**src/rtl/lsu_pkg.sv**
```systemverilog
package lsu_pkg;
  localparam int DW = 32;

  typedef enum logic [2:0] {
    T_WORD = 3'd0, T_UB = 3'd1, T_SB = 3'd2, T_UH = 3'd3, T_SH = 3'd4, T_DW = 3'd5
  } acc_t;

  typedef enum logic [1:0] {
    M_OFF = 2'd0, M_PRE = 2'd1, M_POST = 2'd2
  } mode_t;

  typedef enum logic [2:0] {
    S_IDLE, S_B1, S_B2, S_FIN, S_BAD
  } st_t;
endpackage

```
**src/rtl/lsu_addr.sv**
```systemverilog
module lsu_addr
  import lsu_pkg::*;
#(
  parameter int IMM_W = 13,
  parameter int SH_W  = 2
) (
  input  logic [DW-1:0]    base_i,
  input  logic [DW-1:0]    roff_i,
  input  logic [SH_W-1:0]  shift_i,
  input  logic [IMM_W-1:0] imm_i,
  input  logic             reg_off_i,
  input  logic [1:0]       mode_i,
  output logic [DW-1:0]    acc_o,
  output logic [DW-1:0]    wb_o,
  output logic             imm_bad_o
);
  logic [DW-1:0] off;
  logic [DW-1:0] sum;

  always_comb begin
    if (reg_off_i) off = roff_i << shift_i;
    else           off = {{(DW-IMM_W){imm_i[IMM_W-1]}}, imm_i};
    sum       = base_i + off;
    acc_o     = (mode_i == M_POST) ? base_i : sum;
    wb_o      = sum;
    // plain offset form only takes a non-negative immediate
    imm_bad_o = !reg_off_i && (mode_i == M_OFF) && imm_i[IMM_W-1];
  end
endmodule

```
**src/rtl/lsu_lane.sv**
```systemverilog
module lsu_lane
  import lsu_pkg::*;
(
  input  logic [2:0]    typ_i,
  input  logic [1:0]    lo_i,
  input  logic [DW-1:0] sdata_i,
  input  logic [DW-1:0] rdata_i,
  output logic [3:0]    be_o,
  output logic [DW-1:0] wdata_o,
  output logic [DW-1:0] ld_o
);
  logic [DW-1:0] byte_w;
  logic [DW-1:0] half_w;

  always_comb begin
    byte_w = rdata_i >> {lo_i, 3'b000};
    half_w = rdata_i >> {lo_i[1], 4'b0000};
    case (typ_i)
      T_UB, T_SB: begin
        be_o    = 4'b0001 << lo_i;
        wdata_o = {4{sdata_i[7:0]}};
        ld_o    = (typ_i == T_SB) ? {{24{byte_w[7]}}, byte_w[7:0]} : {24'd0, byte_w[7:0]};
      end
      T_UH, T_SH: begin
        be_o    = 4'b0011 << {lo_i[1], 1'b0};
        wdata_o = {2{sdata_i[15:0]}};
        ld_o    = (typ_i == T_SH) ? {{16{half_w[15]}}, half_w[15:0]} : {16'd0, half_w[15:0]};
      end
      default: begin
        be_o    = 4'hF;
        wdata_o = sdata_i;
        ld_o    = rdata_i;
      end
    endcase
  end
endmodule

```
**src/rtl/lsu_agen.sv**
```systemverilog
module lsu_agen
  import lsu_pkg::*;
#(
  parameter int ADDR_W = 32,
  parameter int IMM_W  = 13,
  parameter int IDX_W  = 4,
  localparam int WA_W  = ADDR_W - 2
) (
  input  logic             clk_i,
  input  logic             rst_ni,
  input  logic             start_i,
  input  logic             load_i,
  input  logic [2:0]       type_i,
  input  logic [1:0]       mode_i,
  input  logic             reg_off_i,
  input  logic [1:0]       shift_i,
  input  logic [IMM_W-1:0] imm_i,
  input  logic [IDX_W-1:0] rn_i,
  input  logic [IDX_W-1:0] rt_i,
  input  logic [IDX_W-1:0] rt2_i,
  input  logic [31:0]      base_i,
  input  logic [31:0]      roff_i,
  input  logic [31:0]      sdata_i,
  input  logic [31:0]      sdata2_i,
  output logic             busy_o,
  output logic             mem_req_o,
  output logic             mem_we_o,
  output logic [WA_W-1:0]  mem_addr_o,
  output logic [3:0]       mem_be_o,
  output logic [31:0]      mem_wdata_o,
  input  logic [31:0]      mem_rdata_i,
  output logic             ld_en_o,
  output logic [31:0]      ld_data_o,
  output logic             ld2_en_o,
  output logic [31:0]      ld2_data_o,
  output logic             wb_en_o,
  output logic [31:0]      wb_data_o,
  output logic             done_o,
  output logic             illegal_o
);
  st_t st_q, st_d;
  logic [2:0]    typ_q;
  logic          load_q, wb_q;
  logic [DW-1:0] acc_q, wbv_q, sd_q, sd2_q, lo_q;

  logic [DW-1:0] acc_c, wbv_c;
  logic          imm_bad, cmd_bad, accept;
  logic [3:0]    lane_be;
  logic [DW-1:0] lane_wd, lane_ld;

  lsu_addr #(.IMM_W(IMM_W), .SH_W(2)) u_addr (
    .base_i(base_i), .roff_i(roff_i), .shift_i(shift_i), .imm_i(imm_i),
    .reg_off_i(reg_off_i), .mode_i(mode_i),
    .acc_o(acc_c), .wb_o(wbv_c), .imm_bad_o(imm_bad)
  );

  lsu_lane u_lane (
    .typ_i(typ_q), .lo_i(acc_q[1:0]), .sdata_i(sd_q), .rdata_i(mem_rdata_i),
    .be_o(lane_be), .wdata_o(lane_wd), .ld_o(lane_ld)
  );

  always_comb begin
    cmd_bad = (type_i > T_DW) || (mode_i == 2'd3) || imm_bad
           || (!load_i && (type_i == T_SB || type_i == T_SH))
           || ((mode_i != M_OFF) && ((rn_i == rt_i) || (type_i == T_DW && rn_i == rt2_i)));
    accept  = start_i && (st_q == S_IDLE);
  end

  always_comb begin
    st_d = st_q;
    case (st_q)
      S_IDLE: if (accept) st_d = cmd_bad ? S_BAD : S_B1;
      S_B1:   st_d = (typ_q == T_DW) ? S_B2 : S_FIN;
      S_B2:   st_d = S_FIN;
      default: st_d = S_IDLE;
    endcase
  end

  always_ff @(posedge clk_i or negedge rst_ni) begin
    if (!rst_ni) begin
      st_q   <= S_IDLE;
      typ_q  <= 3'd0;
      load_q <= 1'b0;
      wb_q   <= 1'b0;
      acc_q  <= '0;
      wbv_q  <= '0;
      sd_q   <= '0;
      sd2_q  <= '0;
      lo_q   <= '0;
    end else begin
      st_q <= st_d;
      if (accept) begin
        typ_q  <= type_i;
        load_q <= load_i;
        wb_q   <= (mode_i != M_OFF);
        acc_q  <= acc_c;
        wbv_q  <= wbv_c;
        sd_q   <= sdata_i;
        sd2_q  <= sdata2_i;
      end
      if (st_q == S_B2) lo_q <= mem_rdata_i;  // first beat's read word
    end
  end

  always_comb begin
    busy_o      = (st_q != S_IDLE);
    mem_req_o   = (st_q == S_B1) || (st_q == S_B2);
    mem_we_o    = mem_req_o && !load_q;
    mem_addr_o  = acc_q[ADDR_W-1:2] + ((st_q == S_B2) ? WA_W'(1) : WA_W'(0));
    mem_be_o    = mem_req_o ? lane_be : 4'h0;
    mem_wdata_o = (st_q == S_B2) ? sd2_q : lane_wd;
    done_o      = (st_q == S_FIN) || (st_q == S_BAD);
    illegal_o   = (st_q == S_BAD);
    ld_en_o     = (st_q == S_FIN) && load_q;
    ld2_en_o    = ld_en_o && (typ_q == T_DW);
    ld_data_o   = (typ_q == T_DW) ? lo_q : lane_ld;
    ld2_data_o  = (typ_q == T_DW) ? mem_rdata_i : '0;
    wb_en_o     = (st_q == S_FIN) && wb_q;
    wb_data_o   = wbv_q;
  end

  a_r9_done_pulse: assert property (@(posedge clk_i) disable iff (!rst_ni)
    done_o |=> !done_o);
  a_r6_bad_no_access: assert property (@(posedge clk_i) disable iff (!rst_ni)
    (start_i && !busy_o && cmd_bad) |=> (done_o && illegal_o && !mem_req_o && !wb_en_o));
  a_r7_wb_with_done: assert property (@(posedge clk_i) disable iff (!rst_ni)
    wb_en_o |-> (done_o && !illegal_o));
  a_r3_be_shape: assert property (@(posedge clk_i) disable iff (!rst_ni)
    (mem_req_o && mem_we_o) |->
      ($countones(mem_be_o) == 1 || $countones(mem_be_o) == 2 || $countones(mem_be_o) == 4));
  a_r8_beat2_next_word: assert property (@(posedge clk_i) disable iff (!rst_ni)
    (st_q == S_B2) |-> (mem_req_o && mem_addr_o == $past(mem_addr_o) + WA_W'(1)));
  a_r10_no_req_after_done: assert property (@(posedge clk_i) disable iff (!rst_ni)
    done_o |=> !mem_req_o);
endmodule

```
**config.mk**
```make
export PLATFORM = sky130hd
export DESIGN_NAME = lsu_agen
export DESIGN_NICKNAME = d
export VERILOG_FILES = /design/src/rtl/lsu_pkg.sv /design/src/rtl/lsu_addr.sv /design/src/rtl/lsu_lane.sv /design/src/rtl/lsu_agen.sv
export SDC_FILE = /design/constraint.sdc
export NUM_CORES = 1
export LEC_CHECK = 0
export BUFFER_PORTS_ARGS = -buffer_cell sky130_fd_sc_hd__buf_2
export CORE_UTILIZATION = 35
export DETAILED_ROUTE_END_ITERATION = 6
export GPL_ROUTABILITY_DRIVEN = 0
export PLACE_DENSITY = 0.56
export SKIP_LAST_GASP = 1
export SYNTH_ARGS = -nofsm -noshare
export SYNTH_HDL_FRONTEND = slang
export SYNTH_SLANG_ARGS = --single-unit
```
**constraint.sdc**
```tcl
create_clock -name clk_i -period 3.2 [get_ports clk_i]
set_clock_uncertainty 0.2 [all_clocks]
set_input_delay 0.16 -clock clk_i [delete_from_list [all_inputs] [get_ports clk_i]]
set_output_delay 0.16 -clock clk_i [all_outputs]
set_load 0.02 [all_outputs]
```
-- Word level (Yosys, flattened, before mapping)
Index checks and enable logic that the tools add are counted.
- logic and storage cells: 77
- register bits after elaboration: 168
- add/sub/neg operators: 2
- shifts and indexed selects: 5
- mux-type cells: 16
- reduce and logical (&&, ||, !) cells: 27
- eq/ne operators: 17
- $lt $le $gt $ge: 1
- operator list (kind ; count):
    $mux 32 ; 7
    $pmux 32 s2 ; 2
    $add 32x32->32 ; 1
    $shl 32x2->32 ; 1
    $shr 32x5->16 ; 1
    $shr 32x5->8 ; 1
    $add 30x1->30 ; 1
    $eq 3x2->1 const B ; 5
    $eq 3x3->1 const B ; 5
    $logic_and 1x1->1 ; 10
    $pmux 3 s3 ; 1
    $eq 4x4->1 ; 2
    $logic_or 1x1->1 ; 8
    $pmux 4 s2 ; 1
    $eq 3x1->1 const B ; 2
    $mux 3 ; 2
    $eq 2x2->1 const B ; 2
    $mux 4 ; 1
    $reduce_or 2->1 ; 2
    $shl 1x2->4 const A ; 1
    $shl 2x2->4 const A ; 1
    $gt 3x3->1 const B ; 1
    $logic_not 1->1 ; 3
    $logic_not 3->1 ; 1
    other kinds (5) ; 6

-- Longest topological paths before layout
- depth after elaboration: 9
- depth in mapped cells: 15
- gate-level depth less buffers: 13

-- Hierarchy
From an unflattened synthesis, not the netlist that was laid out.
- cells, all modules: 1223
- area, all modules: 12710.9 um^2
- by module, submodules not included (module ; instances ; area an instance (um^2) ; seq. area each (um^2) ; cells each):
    lsu_agen ; 1 ; 8114.0 ; 4204.0 ; 588
    lsu_addr ; 1 ; 3289.4 ; 0.0 ; 453
    lsu_lane ; 1 ; 1307.5 ; 0.0 ; 182

-- Worst setup path after synthesis
Ideal clock, no wire load.
- path kind: in2reg
- start: in shift_i[0]
- end: reg acc_q[29]
- setup time: 127 ps
- arrival: 3242 ps
- stages on the path: 13
- path slack: -368 ps
- required time: 2873 ps
- cells stage by stage: buf_2 -> buf_2 -> mux4_2 -> mux2_2 -> ha_1 -> and4_4 -> and2_4 -> a31oi_4 -> o21ai_2 -> a221o_2 -> a21oi_2 -> mux2i_1 -> nand3_1
- word-level cells in the longest chain between the ends: 4
- RTL lines (item ; line ; text):
    from (decl) ; lsu_agen.sv:16 ; input logic [1:0] shift_i,
    $shl 32x2->32 ; lsu_addr.sv:21 ; if (reg_off_i) off = roff_i << shift_i;
    $mux 32 ; lsu_addr.sv:21 ;
    $add 32x32->32 ; lsu_addr.sv:23 ; sum = base_i + off;
    $mux 32 ; lsu_addr.sv:24 ; acc_o = (mode_i == M_POST) ? base_i : sum;
    to (signal assigned) ; lsu_agen.sv:85 ; acc_q <= '0;
    to (signal assigned) ; lsu_agen.sv:96 ; acc_q <= acc_c;
    to (decl) ; lsu_agen.sv:44 ; logic [DW-1:0] acc_q, wbv_q, sd_q, sd2_q, lo_q;
Every way passes these cells.
A chain may end at the register's enable or synchronous reset.

-- Final worst setup path
- start: reg st_q[0]
- end: out mem_addr_o[23]
- word-level cells in the longest chain between the ends: 3
- RTL lines (item ; line ; text):
    from (decl) ; lsu_agen.sv:41 ; st_t st_q, st_d;
    from (signal assigned) ; lsu_agen.sv:91 ; st_q <= st_d;
    $eq 3x2->1 ; lsu_agen.sv:109 ; mem_addr_o = acc_q[ADDR_W-1:2] + ((st_q == S_B2) ? WA_W'(1) : WA_W'(0));
    $mux 1 ; lsu_agen.sv:109 ;
    $add 30x1->30 ; lsu_agen.sv:109 ;
    to (decl) ; lsu_agen.sv:28 ; output logic [WA_W-1:0] mem_addr_o,
Every way passes these cells.

==> summary.md <==
| Metric | Value |
|---|---|
| Post-synth EDFFs | 0 |
| CTS H-tree depth | 4 |
| DRC errors left | 0 |
| Final WS setup | 0.0263 ns |
| CP top delay family | simple AND/OR/NAND/NOR gates |
| Syn_nets | approximately 1800 |
| CORE AREA | 33400 um2 |
| Vias in the first global route | 12600 |
| Crit path max fanout | 4 |
| Min-delay worst type | input pin to flop |
| Antenna-violating nets left | 0 |
| CTS tree | built |
| Layout cells sized above 1 | 0.308 |
| Total negative slack | 0 ns |
| Synthesized cell area | 11900 um2 |
| Post-synthesis cell count | 1542 |
| Multi-input gate area | between 7000 and 8000 um2 |
| Clock tree buffer depth | 2 |
| Synth top area cells | dfrtp_1, nand2_1, mux4_2 |
| Root Buffer | clkbuf_16 |
| Final wirelength | approximately 43 mm |
| Overall routing resource usage | 0.247 |
| Full die area | roughly 35000 um2 |
| # setup viols final | 0 |
| Hpwl dp | around 32 mm |
| Area after DPL | 15000 um2 |
| Synth async-reset ratio | 1.00 |
| Largest net degree at the start of global routing | slightly below 90 |
| Initial antenna violation count | 0 |
| Seq cells post-synth | 168 |
| Avg Cell Area, Syn | between 7 and 8 um2 |
| Least-Margin Pin Slew | between 0.9 and 1 ns |
| Initial DRT Pass Iterations | 7 |
| Power Dens Cells | ~910 nW/um2 |
| Die Wd | about 190 um |
| Fin area | approximately 17000 um2 |
| Leak Pwr | between 8 and 9 nW |
| Tot Pwr | 15.6 mW |
| Period minus WS final | ~3.2 ns |
| Buffers & Inverters on Critical Path | 3 |
| Register area share after synthesis | 0.354 |
| GRT Residual Overflow | 0 |
| Main synth FF type | dfrtp_1 |
| Crit path cell chain | or3b_4, inv_4, ha_4, and4_4, and2b_2, and4_4, nand2_4, nor2_4, buf_6, xor2_1, buf_4 |
| WP data required | 2.84 ns |
| Fin cells | 2561 |
| Worst-skew pair later-pin latency | 0.44 ns |
| CP arrival | between 2 and 3 ns |
| Global-route wire length before repair | a little under 70 mm |
| Crit-path most repeated cell | and4_4 |
| Place WS | -0.492 ns |
| Nets | about 2300 |
| Via/cell ratio | 5.11 |
| Starting Density | 0.355 |
| Clk slew on worst S/H paths | about 0.06 ns |
| Max-slew violations | 0 |
| RSZ-0062 raised after global routing | true |
| CTS Buf Count | 17 |
| Sequential Area | 4200 um2 |
| Critical path's slowest cell | or3b_4 |
| Placed insts | ~2400 |
| Hold Fails Final Rpt | 0 |
| CP max stage delay | 0.42 ns |
| Peak supply drop | between 0.5 and 0.6 mV |
| Fmax | around 0.32 GHz |
| Number of clock sinks | between 150 and 200 |
| Yosys cell types | 70 |
| Outcome | completed |
| IO Count | between 300 and 400 |
| Chip height | ~190 um |
| Hold Slack | ~0.056 ns |
| Input/output buffers | around 370 |
| DR vias | between 10000 and 15000 |
| FILL cells | around 3200 |
| Drt wl/cell | roughly 17 um |
| Period utilization | 0.992 |
| Layout Utilization | 0.515 |
| Syn-to-layout area delta | 44.8% |
| 1st-iter DRT viols | 950 |
| Critical path class | flop to primary output |
| Diode count | 0 |
| Top cell type's share of synthesized area | 0.354 |
| Slew margin rel. | 0.363 |
| Rows | 67 |
| Nature of the critical path endpoint | primary output |
| Cell taking the most area after synthesis | dfrtp_1 |
| CP Launch Type | flop |
| Synth warn | 0 |
| Max_cap viols | 0 |
## worst paths after layout
path / endpoint / slack (ns) / startpoint / cells past startpoint
setup / recovery: mem_addr_o[23] / 0.03 / st_q[0]$_DFFE_PN0P_ / 11
hold / removal: acc_q[0]$_DFFE_PN0P_ / 0.06 / mode_i[0] / 4
setup reg to reg: wb_q$_DFFE_PN0P_ / 0.47 / st_q[0]$_DFFE_PN0P_ / 7
hold reg to reg: wb_data_o[11]$_DFFE_PN0P_ / 0.27 / wb_data_o[11]$_DFFE_PN0P_ / 2
max in group asynchronous: acc_q[30]$_DFFE_PN0P_ / 1.86 / rst_ni / 3
min in group asynchronous: sd2_q[15]$_DFFE_PN0P_ / 0.10 / rst_ni / 2
## cell usage in the layout (no fill, tap or decap), drive strengths merged, types with 3 or more instances in the layout
cell / count
nor3: 14
o21a: 10
nor2b: 5
mux2: 15
clkbuf: 20
clkinv: 4
nor2: 116
inv: 27
a41oi: 7
a31oi: 36
nand4: 9
nand2b: 10
nand2: 542
a22oi: 3
o211ai: 6
and3: 45
and2: 10
a222oi: 7
dlygate4sd3: 136
and4: 7
buf: 506
a211oi: 6
xor2: 23
mux4: 28
ha: 33
dfrtp: 168
nand3: 35
o21ai: 72
a21oi: 97
xnor2: 44
mux2i: 13
a21o: 21
## report_power, final
part	leakage, nW	switching, mW	internal [mW]
sequential	2.06	0.878	3.15
combinational	6.54	5.99	3.39
clock	0.290	0.985	1.20
total	8.90	7.85	7.73
## cell type report
type                            instances  share of cell area
Clock buffer                           19              0.0257
Clock inverter                         13             0.00938
Timing Repair Buffer                  643               0.252
Sequential cell                       168               0.244
Multi-Input combinational cell       1248               0.431
Tap cell                              448              0.0326
Inverter                               22             0.00494
## layer usage
| metal | GRT usage | vias to the layer above | wire length (um) | share of wire |
|---|---|---|---|---|
| met5 | 0 | - | 0 | 0 |
| met4 | 0.0871 | 0 | 1120 | 0.026 |
| met3 | 0.0371 | 63 | 2680 | 0.062 |
| met2 | 0.405 | 477 | 19900 | 0.46 |
| met1 | 0.330 | 6173 | 19400 | 0.45 |
| li1 | - | 6376 | - | - |
## cells by family (layout without fill, tap and decap cells)
group                    after synthesis  in the layout  synth area share
multiplexers                          56             56            0.0782
AO/OA/AOI/OAI                        286            286             0.153
flip-flops                           168            168             0.354
buffers and inverters                126            697            0.0444
XOR/XNOR                              67             67            0.0500
adder cells (fa/ha/maj)               35             35            0.0373
AND/OR/NAND/NOR                      804            804             0.284
## flip-flops by register name (all words and copies together), names as in the netlist
register and count:
wb_q 1, wb_data_o 32, st_q 3, lo_q 32, load_q 1, sd_q 32
acc_q 32, sd2_q 32, typ_q 3
## cell usage after synthesis (all sizes together) (9+ instances only)
cell and number:
and2 10, and3 45, buf 31, a21oi 97, a21o 21, nor3 14, nand4 9, nand2b 10
mux2i 13, nor2 116, nand3 35, mux4 28, xnor2 44, dfrtp 168, inv 22, ha 33
clkbuf 73, xor2 23, o21a 10, nand2 542, o21ai 72, a31oi 36, mux2 15
## worst reg2reg max path, stage by stage, from the launching register on
cell	delay, ns
dfrtp_1	0.39
buf_4	0.16
nor3_1	0.50
and2_4	0.50
buf_4	0.24
o21ai_0	0.08
dlygate4sd3_1	0.55
nand2_1	0.05
## timing repair
action                                  in CTS  in global routing
gates resized for setup                     27                 16
pin swaps                                    6                  4
hold endpoints to repair                   203                  0
setup buffers                                1                  5
endpoints found under the setup margin      23                 42
hold buffers                               136                  0
Power figures use the tool's default switching activity.
